**src/rtl/mdio_pkg.sv**
```systemverilog
`timescale 1ns/1ps
package mdio_pkg;
  typedef enum logic [2:0] {
    SEL_MODE   = 3'd0,
    SEL_CMD    = 3'd1,
    SEL_ADDR   = 3'd2,
    SEL_TXD    = 3'd3,
    SEL_RXD    = 3'd4,
    SEL_STATUS = 3'd5
  } reg_sel_e;

  localparam int CMD_SCAN  = 0;
  localparam int CMD_READ  = 1;
  localparam int CMD_WRITE = 2;

  localparam int ST_LINKFAIL = 0;
  localparam int ST_BUSY     = 1;
  localparam int ST_INVALID  = 2;

  localparam int REGAD_LSB   = 8;
  localparam int LINK_BIT    = 2;
endpackage

```
**src/rtl/mdio_clkgen.sv**
```systemverilog
`timescale 1ns/1ps
module mdio_clkgen #(
  parameter int DIV_W = 8
) (
  input  logic             clk,
  input  logic             rst_n,
  input  logic [DIV_W-1:0] div_field,
  output logic             mdc,
  output logic             rise_stb,
  output logic             fall_stb
);
  localparam int HW = DIV_W - 1;

  logic [HW-1:0] half, cnt;
  logic          hit;

  // bit 0 dropped; half period of zero is raised to one
  assign half = (div_field[DIV_W-1:1] == '0) ? HW'(1) : div_field[DIV_W-1:1];
  assign hit  = (cnt >= half - HW'(1));
  assign rise_stb = hit & ~mdc;
  assign fall_stb = hit & mdc;

  always_ff @(posedge clk) begin
    if (!rst_n) begin
      cnt <= '0;
      mdc <= 1'b0;
    end else if (hit) begin
      cnt <= '0;
      mdc <= ~mdc;
    end else begin
      cnt <= cnt + HW'(1);
    end
  end
endmodule

```
**src/rtl/mdio_frame.sv**
```systemverilog
`timescale 1ns/1ps
module mdio_frame #(
  parameter int ADDR_W  = 5,
  parameter int DATA_W  = 16,
  parameter int PRE_LEN = 32
) (
  input  logic              clk,
  input  logic              rst_n,
  input  logic              rise_stb,
  input  logic              fall_stb,
  input  logic              start,
  input  logic              op_write,
  input  logic              nopre,
  input  logic [ADDR_W-1:0] phy_ad,
  input  logic [ADDR_W-1:0] reg_ad,
  input  logic [DATA_W-1:0] wdata,
  input  logic              mdio_i,
  output logic              active,
  output logic              launch,
  output logic              done,
  output logic [DATA_W-1:0] rdata,
  output logic              mdio_o,
  output logic              mdio_oe
);
  localparam int HDR_W     = 4 + 2*ADDR_W + 2 + DATA_W;
  localparam int FRAME_LEN = PRE_LEN + HDR_W;
  localparam int IDX_W     = $clog2(FRAME_LEN);
  localparam int TA_POS    = PRE_LEN + 4 + 2*ADDR_W;
  localparam int DATA_POS  = TA_POS + 2;

  logic [IDX_W-1:0] idx;
  logic [HDR_W-1:0] hdr;
  logic             is_wr, in_pre, at_last;

  assign in_pre  = (idx < IDX_W'(PRE_LEN));
  assign at_last = (idx == IDX_W'(FRAME_LEN - 1));
  assign launch  = fall_stb & start & (~active | at_last);
  assign done    = fall_stb & active & at_last;
  assign mdio_o  = active & (in_pre | hdr[HDR_W-1]);
  assign mdio_oe = active & (is_wr | (idx < IDX_W'(TA_POS)));

  always_ff @(posedge clk) begin
    if (!rst_n) begin
      active <= 1'b0;
      idx    <= '0;
      hdr    <= '0;
      is_wr  <= 1'b0;
      rdata  <= '0;
    end else begin
      if (launch) begin
        active <= 1'b1;
        idx    <= nopre ? IDX_W'(PRE_LEN) : '0;
        is_wr  <= op_write;
        hdr    <= {2'b01, op_write ? 2'b01 : 2'b10, phy_ad, reg_ad, 2'b10,
                   op_write ? wdata : {DATA_W{1'b0}}};
      end else if (done) begin
        active <= 1'b0;
      end else if (fall_stb && active) begin
        idx <= idx + IDX_W'(1);
        if (!in_pre) hdr <= {hdr[HDR_W-2:0], 1'b0};
      end
      if (rise_stb && active && !is_wr && idx >= IDX_W'(DATA_POS))
        rdata <= {rdata[DATA_W-2:0], mdio_i};
    end
  end
endmodule

```
**src/rtl/mdio_master.sv**
```systemverilog
`timescale 1ns/1ps
module mdio_master
  import mdio_pkg::*;
#(
  parameter int DIV_W   = 8,
  parameter int ADDR_W  = 5,
  parameter int DATA_W  = 16,
  parameter int PRE_LEN = 32
) (
  input  logic              clk,
  input  logic              rst_n,
  input  logic              reg_we,
  input  logic [2:0]        reg_addr,
  input  logic [DATA_W-1:0] reg_wdata,
  output logic [DATA_W-1:0] reg_rdata,
  output logic              mdc,
  output logic              mdio_o,
  output logic              mdio_oe,
  input  logic              mdio_i
);
  localparam int MODE_W = DIV_W + 1;

  logic [MODE_W-1:0] mode_q;
  logic [2:0]        cmd_q;
  logic [ADDR_W-1:0] phy_q, rad_q;
  logic [DATA_W-1:0] txd_q, rxd_q, shreg;
  logic pending, scan_q, op_wr_q, frame_scan, link_fail, invalid;
  logic rise_stb, fall_stb, active, launch, done, busy, cmd_wr;

  assign busy   = pending | active | scan_q;
  assign cmd_wr = reg_we && (reg_addr == SEL_CMD);

  mdio_clkgen #(.DIV_W(DIV_W)) u_clk (
    .clk(clk), .rst_n(rst_n), .div_field(mode_q[DIV_W-1:0]),
    .mdc(mdc), .rise_stb(rise_stb), .fall_stb(fall_stb)
  );

  mdio_frame #(.ADDR_W(ADDR_W), .DATA_W(DATA_W), .PRE_LEN(PRE_LEN)) u_frame (
    .clk(clk), .rst_n(rst_n), .rise_stb(rise_stb), .fall_stb(fall_stb),
    .start(pending | scan_q), .op_write(op_wr_q), .nopre(mode_q[DIV_W]),
    .phy_ad(phy_q), .reg_ad(rad_q), .wdata(txd_q), .mdio_i(mdio_i),
    .active(active), .launch(launch), .done(done), .rdata(shreg),
    .mdio_o(mdio_o), .mdio_oe(mdio_oe)
  );

  always_ff @(posedge clk) begin
    if (!rst_n) begin
      mode_q <= '0; cmd_q <= '0; phy_q <= '0; rad_q <= '0;
      txd_q <= '0; rxd_q <= '0; pending <= 1'b0; scan_q <= 1'b0;
      op_wr_q <= 1'b0; frame_scan <= 1'b0; link_fail <= 1'b0; invalid <= 1'b0;
    end else begin
      if (reg_we && reg_addr == SEL_MODE) mode_q <= reg_wdata[MODE_W-1:0];
      if (reg_we && reg_addr == SEL_ADDR) begin
        phy_q <= reg_wdata[ADDR_W-1:0];
        rad_q <= reg_wdata[REGAD_LSB +: ADDR_W];
      end
      if (reg_we && reg_addr == SEL_TXD) txd_q <= reg_wdata;

      if (launch) begin
        pending    <= 1'b0;
        frame_scan <= scan_q;
      end
      if (done) begin
        rxd_q <= shreg;
        if (frame_scan) begin
          link_fail <= ~shreg[LINK_BIT];
          invalid   <= 1'b0;
        end
      end

      if (cmd_wr) begin
        if (reg_wdata[2:0] == 3'b000) begin
          cmd_q  <= '0;
          scan_q <= 1'b0;
        end else if (!busy) begin
          cmd_q   <= reg_wdata[2:0];
          pending <= 1'b1;
          scan_q  <= reg_wdata[CMD_SCAN];
          op_wr_q <= reg_wdata[CMD_WRITE] & ~reg_wdata[CMD_READ] & ~reg_wdata[CMD_SCAN];
          if (reg_wdata[CMD_SCAN]) invalid <= 1'b1;
        end
      end
    end
  end

  always_comb begin
    reg_rdata = '0;
    case (reg_addr)
      SEL_MODE:   reg_rdata = DATA_W'(mode_q);
      SEL_CMD:    reg_rdata = DATA_W'(cmd_q);
      SEL_ADDR: begin
        reg_rdata[ADDR_W-1:0]           = phy_q;
        reg_rdata[REGAD_LSB +: ADDR_W]  = rad_q;
      end
      SEL_TXD:    reg_rdata = txd_q;
      SEL_RXD:    reg_rdata = rxd_q;
      SEL_STATUS: begin
        reg_rdata[ST_LINKFAIL] = link_fail;
        reg_rdata[ST_BUSY]     = busy;
        reg_rdata[ST_INVALID]  = invalid;
      end
      default:    reg_rdata = '0;
    endcase
  end
endmodule

```
**config.mk**
```make
export PLATFORM = sky130hd
export DESIGN_NAME = mdio_master
export DESIGN_NICKNAME = d
export VERILOG_FILES = /design/src/rtl/mdio_pkg.sv /design/src/rtl/mdio_clkgen.sv /design/src/rtl/mdio_frame.sv /design/src/rtl/mdio_master.sv
export SDC_FILE = /design/constraint.sdc
export NUM_CORES = 1
export LEC_CHECK = 0
export ABC_CLOCK_PERIOD_IN_PS = 3700
export BUFFER_PORTS_ARGS = -buffer_cell sky130_fd_sc_hd__buf_2
export CORE_MARGIN = 1
export CORE_UTILIZATION = 60
export DETAILED_ROUTE_END_ITERATION = 10
export MAX_ROUTING_LAYER = met4
export PLACE_DENSITY = 0.89
export SLEW_MARGIN = 20
export SYNTH_ARGS = -nofsm -noshare
export SYNTH_HDL_FRONTEND = slang
export SYNTH_SLANG_ARGS = --single-unit
```
**constraint.sdc**
```tcl
create_clock -name clk -period 3.7 [get_ports clk]
set_input_delay 0.185 -clock clk [delete_from_list [all_inputs] [get_ports clk]]
set_output_delay 0.185 -clock clk [all_outputs]
set_load 0.05 [all_outputs]
```
Word level (Yosys, flattened, before mapping)
Index checks and enable logic that the tools add are counted.
{"block": "classes", "add_sub_neg": 3, "n_lt_le_gt_ge": 4, "n_eq_ne": 9, "muxes": 32, "n_bitwise": 26, "reduce_logical": 22}
{"op": "$mux 31", "count": 4}
{"op": "$mux 6", "count": 4}
{"op": "$pmux 5 s4", "count": 1}
{"op": "$pmux 3 s6", "count": 1}
{"op": "$mux 16", "count": 1}
{"op": "$mux 1", "count": 14}
{"op": "$lt 6x6->1 const B", "count": 2}
{"op": "$and 1x1->1", "count": 10}
{"op": "$not 1->1", "count": 10}
{"op": "$pmux 3 s3", "count": 1}
{"op": "$reduce_and 3->1", "count": 3}
{"op": "$logic_and 1x1->1", "count": 8}
{"op": "$pmux 2 s4", "count": 1}
{"op": "$add 7x1->7 const B", "count": 1}
{"op": "$ge 7x7->1", "count": 1}
{"op": "$logic_not 7->1", "count": 1}
{"op": "$mux 7", "count": 1}
{"op": "$sub 7x1->7 const B", "count": 1}
{"op": "$add 6x1->6 const B", "count": 1}
{"op": "$eq 3x2->1 const B", "count": 2}
{"op": "$eq 3x3->1 const B", "count": 2}
{"op": "$eq 6x6->1 const B", "count": 1}
{"op": "$ge 6x6->1 const B", "count": 1}
{"op": "$logic_not 3->1", "count": 2}
{"op": "other kinds (11)", "count": 22}
{"block": "word_totals", "reg_bits": 124, "out_inout_bits": 19}

Depth between registers and ports, before layout
{"block": "depth", "ltp_word": 12, "depth_mapped": 15}

Hierarchy
From an unflattened synthesis, not the netlist that was laid out.
{"block": "unflattened", "hier_cells": 662, "hier_area_um2": 5958.2}
{"mod": "mdio_master", "instances": 1, "cells_per_inst": 308, "area_each_um2": 2791.4}
{"mod": "mdio_frame", "instances": 1, "cells_per_inst": 286, "area_each_um2": 2568.7}
{"mod": "mdio_clkgen", "instances": 1, "cells_per_inst": 68, "area_each_um2": 598.1}

Least setup slack after synthesis
OpenSTA, ideal clock, no wires.
{"block": "synth_timing", "path_type": "reg-to-reg", "from": "register mode_q[3]", "to": "register link_fail", "setup_ns": 0.070, "t_arrival_ns": 3.111, "required_ns": 3.630, "setup_slack_ns": 0.519, "stages_incl_launch_ff": 15, "path_buffers": 2, "path_cell_list": "dfxtp_1 clkbuf_1 nor3_1 a21oi_1 ha_1 nor3b_1 xnor2_1 ha_1 nand4_1 and3_4 o21a_4 or4_4 buf_6 or3_1 a21boi_1"}
{"block": "synth_via", "elab_chain_cells": 8}
{"element": "start: declaration", "line_no": "mdio_master.sv:23", "source": "logic [MODE_W-1:0] mode_q;"}
{"element": "start signal: assignment", "line_no": "mdio_master.sv:52", "source": "if (reg_we && reg_addr == SEL_MODE) mode_q <= reg_wdata[MODE_W-1:0];"}
{"element": "$logic_not 7->1", "line_no": "mdio_clkgen.sv:18", "source": "assign half = (div_field[DIV_W-1:1] == '0) ? HW'(1) : div_field[DIV_W-1:1];"}
{"element": "$mux 7 (*)", "line_no": "mdio_clkgen.sv:18"}
{"element": "$sub 7x1->7 (*)", "line_no": "mdio_clkgen.sv:19", "source": "assign hit = (cnt >= half - HW'(1));"}
{"element": "$ge 7x7->1 (*)", "line_no": "mdio_clkgen.sv:19"}
{"element": "$and 1x1->1 (*)", "line_no": "mdio_clkgen.sv:21", "source": "assign fall_stb = hit & mdc;"}
{"element": "$and 1x1->1 (*) (2 in a row)", "line_no": "mdio_frame.sv:38", "source": "assign done = fall_stb & active & at_last;"}
{"element": "$reduce_and 2->1 (no source line) (*)"}
{"element": "end signal: assignment", "line_no": "mdio_master.sv:66", "source": "link_fail <= ~shreg[LINK_BIT];"}
{"element": "end: declaration", "line_no": "mdio_master.sv:27", "source": "logic pending, scan_q, op_wr_q, frame_scan, link_fail, invalid;"}
Mark *: on every way between the ends. The rest lies on a longest branch, timed or not.
A chain may end at the register's enable or synchronous reset.

Final worst setup path
{"block": "layout_timing", "from": "register mode_q[4]", "to": "register link_fail"}
Same word-level chain as after synthesis.

==> metrics.md <==
| Metric | Value |
|---|---|
| Post-CTS Setup Repair Bufs | 0 |
| Synth warn | 0 |
| Mapped cell area | between 5000 and 6000 sq um |
| Final worst path period need | approximately 3.5 ns |
| Rows | 35 |
| DRC viols | 0 |
| Aggregate global-route resource usage | 0.3258 |
| Synth area leaders | dfxtp_1 (43%), nand2_1 (7.6%), mux2i_1 (7.2%) |
| Fin area | slightly below 7000 sq um |
| Total wire length | 14.80 mm |
| Most common cell after layout, fill and taps aside | dfxtp_1 |
| P&R area growth vs syn | 17.98% |
| Status | complete, no violations |
| Peak supply drop | about 390 uV |
| Top FF cell, synth | dfxtp_1 |
| Pins Over Slew Limit | 0 |
| Cell variety after synth | 50 |
| Die H | 99.53 um |
| Post-synthesis sequential area ratio | 0.4315 |
| Root Driver | clkbuf_8 |
| Mean Syn Cell Area | a little under 9 sq um |
| Power per standard cell area | approximately 500 nW/um^2 |
| Fill count | roughly 630 |
| Post-synth top area share | 0.4315 |
| Initial antenna violation count | 0 |
| Setup TNS | 0 ns |
| Clk buf depth | 2 |
| Multi-input gate area | between 3000 and 4000 sq um |
| Mapped Nets | between 600 and 700 |
| Period utilization | 0.9412 |
| Final Setup Violations | 0 |
| Largest net degree at the start of global routing | 62 |
| Vias | between 5,000 and 6,000 |
| FF+latch area | between 2000 and 2500 sq um |
| Worst-Skew Late Latency | around 0.52 ns |
| Most frequent cells in the layout | dfxtp_1 (122), nand2_1 (115), nand3_1 (46), a21boi_0 (44) |
| Cts bufs inserted | 17 |
| Pleak | around 0.0027 uW |
| Worst hold-check path type | input pin to flop |
| Biggest area consumer among synthesized cells | dfxtp_1 |
| WL per Instance | about 18 um |
| Worst-margin pin slew | slightly below 0.9 ns |
| Final Hold Viols | 0 |
| Worst clock skew | around 0.008 ns |
| Vias per cell | about 6 |
| Startpoint types | flop |
| Initial DRC Count | about 360 |
| CP max FO | 20 |
| Die ar. | 9905 sq um |
| # IOs | 42 |
| Gpl congestion | just under 0.9 |
| CTS tree | done |
| CTS H-tree lvls | 4 |
| GRT Residual Overflow | 0 |
| Input/output buffers | 41 |
| Antenna diode count | 0 |
| RSZ-0062 raised after global routing | no |
| Layout cells sized above 1 | 0.1384 |
| CP required | about 4.2 ns |
| ANT nets after route | 0 |
| Max-Slew Margin vs Limit | 0.4176 |
| Synth Register Bits | 123 |
| Number of global-route vias before repair | a little over 5,000 |
| FFs w/ async S/R, synth | 0 |
| FMAX | roughly 290 MHz |
| Type of element capturing the critical path | flop |
| Global-route wire length before repair | 24.34 mm |
| Number of max-cap violations | 0 |
| Die width | approximately 100 um |
| # clock sinks | between 100 and 150 |
| Floorplan Core Area | about 9000 sq um |
| DP Area | between 5000 and 6000 sq um |
| Setup CP Type | flop to flop |
| Post-layout net count | around 720 |
| Worst EP arrival | between 3 and 4 ns |
| Cell count after synthesis | about 650 |
| Post-synth EDFFs | 0 |
| Drt first pass iters | 5 |
| HPWL Detailed | ~9.5 mm |
| Initial Utilization | 0.6176 |
| Worst-path clk slew | around 0.060 ns |
==> flip-flops by register name (all words and copies together) (netlist names), 3 cells and up <==
| signal | count |
|---|---|
| mode_q | 9 |
| cmd_q | 3 |
| u_frame.hdr | 32 |
| phy_q | 5 |
| txd_q | 16 |
| rxd_q | 16 |
| u_frame.rdata | 16 |
| u_clk.cnt | 7 |
| rad_q | 5 |
| u_frame.idx | 6 |
==> stage by stage <==
step / total power [uW] / instances / worst slack (ns) / hold WS, ns / util
after detailed placement: 1677 / 781 / -0.001746 / 0.4447 / 0.6427
final: 3363 / 830 / 0.2176 / 0.2363 / 0.7286
after CTS: 3362 / 830 / 0.05606 / 0.2087 / 0.7272
after floorplan: 1604 / 648 / 0.5188 / 0.3299 / -
after global placement: 1666 / 781 / 0.3531 / 0.4387 / 0.6427
after global routing: 3464 / 830 / 0.01117 / 0.2488 / 0.7286
==> kinds of logic (layout without fill, tap and decap cells) <==
group / after synthesis / in the layout / synth area share
AO/OA/AOI/OAI: 147 / 147 / 0.1916
adder cells (fa/ha/maj): 10 / 10 / 0.02193
buffers and inverters: 53 / 106 / 0.03815
flip-flops: 123 / 123 / 0.4315
AND/OR/NAND/NOR: 262 / 262 / 0.2212
multiplexers: 44 / 44 / 0.08178
XOR/XNOR: 9 / 9 / 0.01381
==> critical path, stage by stage, from the launching register on <==
cell and delay [ns]:
dfxtp_1 0.36, nor3_1 0.34, a21oi_2 0.14, ha_1 0.24, nor3b_1 0.16, xnor2_1 0.15
ha_1 0.31, nand4_1 0.13, and3_4 0.22, o21a_4 0.14, or4_4 0.70, or3_1 0.37
a21boi_1 0.14
==> final timing paths <==
kind	start	to	slack, ns	cells past startpoint
worst max-delay path	mode_q[4]	link_fail	0.22	12
worst min-delay path	reg_we	cmd_q[2]	0.24	4
worst max register to register	mode_q[4]	link_fail	0.22	12
worst min register to register	u_frame.hdr[31]	u_frame.hdr[31]	0.46	2
==> layer usage <==
layer  global-route usage  routed length, um  up-vias
li1                     -                  -     2371
met1               0.3785               6034     2416
met2               0.5337               7235      247
met3              0.06887               1003       52
met4               0.1640                529        0
met5                    -                  0        -
==> cell usage after synthesis, types with 15 or more instances <==
cell type,n
nand3_1,46
clkbuf_1,35
nor2b_1,38
o211a_1,16
mux2i_1,41
nor2_1,22
o21ai_0,19
nand2_1,115
a21oi_1,15
a21boi_0,44
a22o_1,23
dfxtp_1,123
==> timing repair <==
item	in CTS	in global routing
endpoints found under the hold margin	32	0
endpoints found under the setup margin	10	13
resized for setup	1	3
hold buffers	17	0
==> power by group <==
part	switching [uW]	total, uW	internal, uW	leakage, uW
registers	36.0	1390	1350	0.000993
clock network	616	1680	1070	0.000299
logic	187	294	107	0.00142
==> cell type report <==
type,count,area share
multi-input cells,472,0.4520
flip-flops and latches,123,0.3659
clock buffers,19,0.06560
repair buffers,64,0.06244
clock inverters,13,0.02453
well taps,129,0.02397
inverters,10,0.005575
Power figures use the tool's default switching activity.
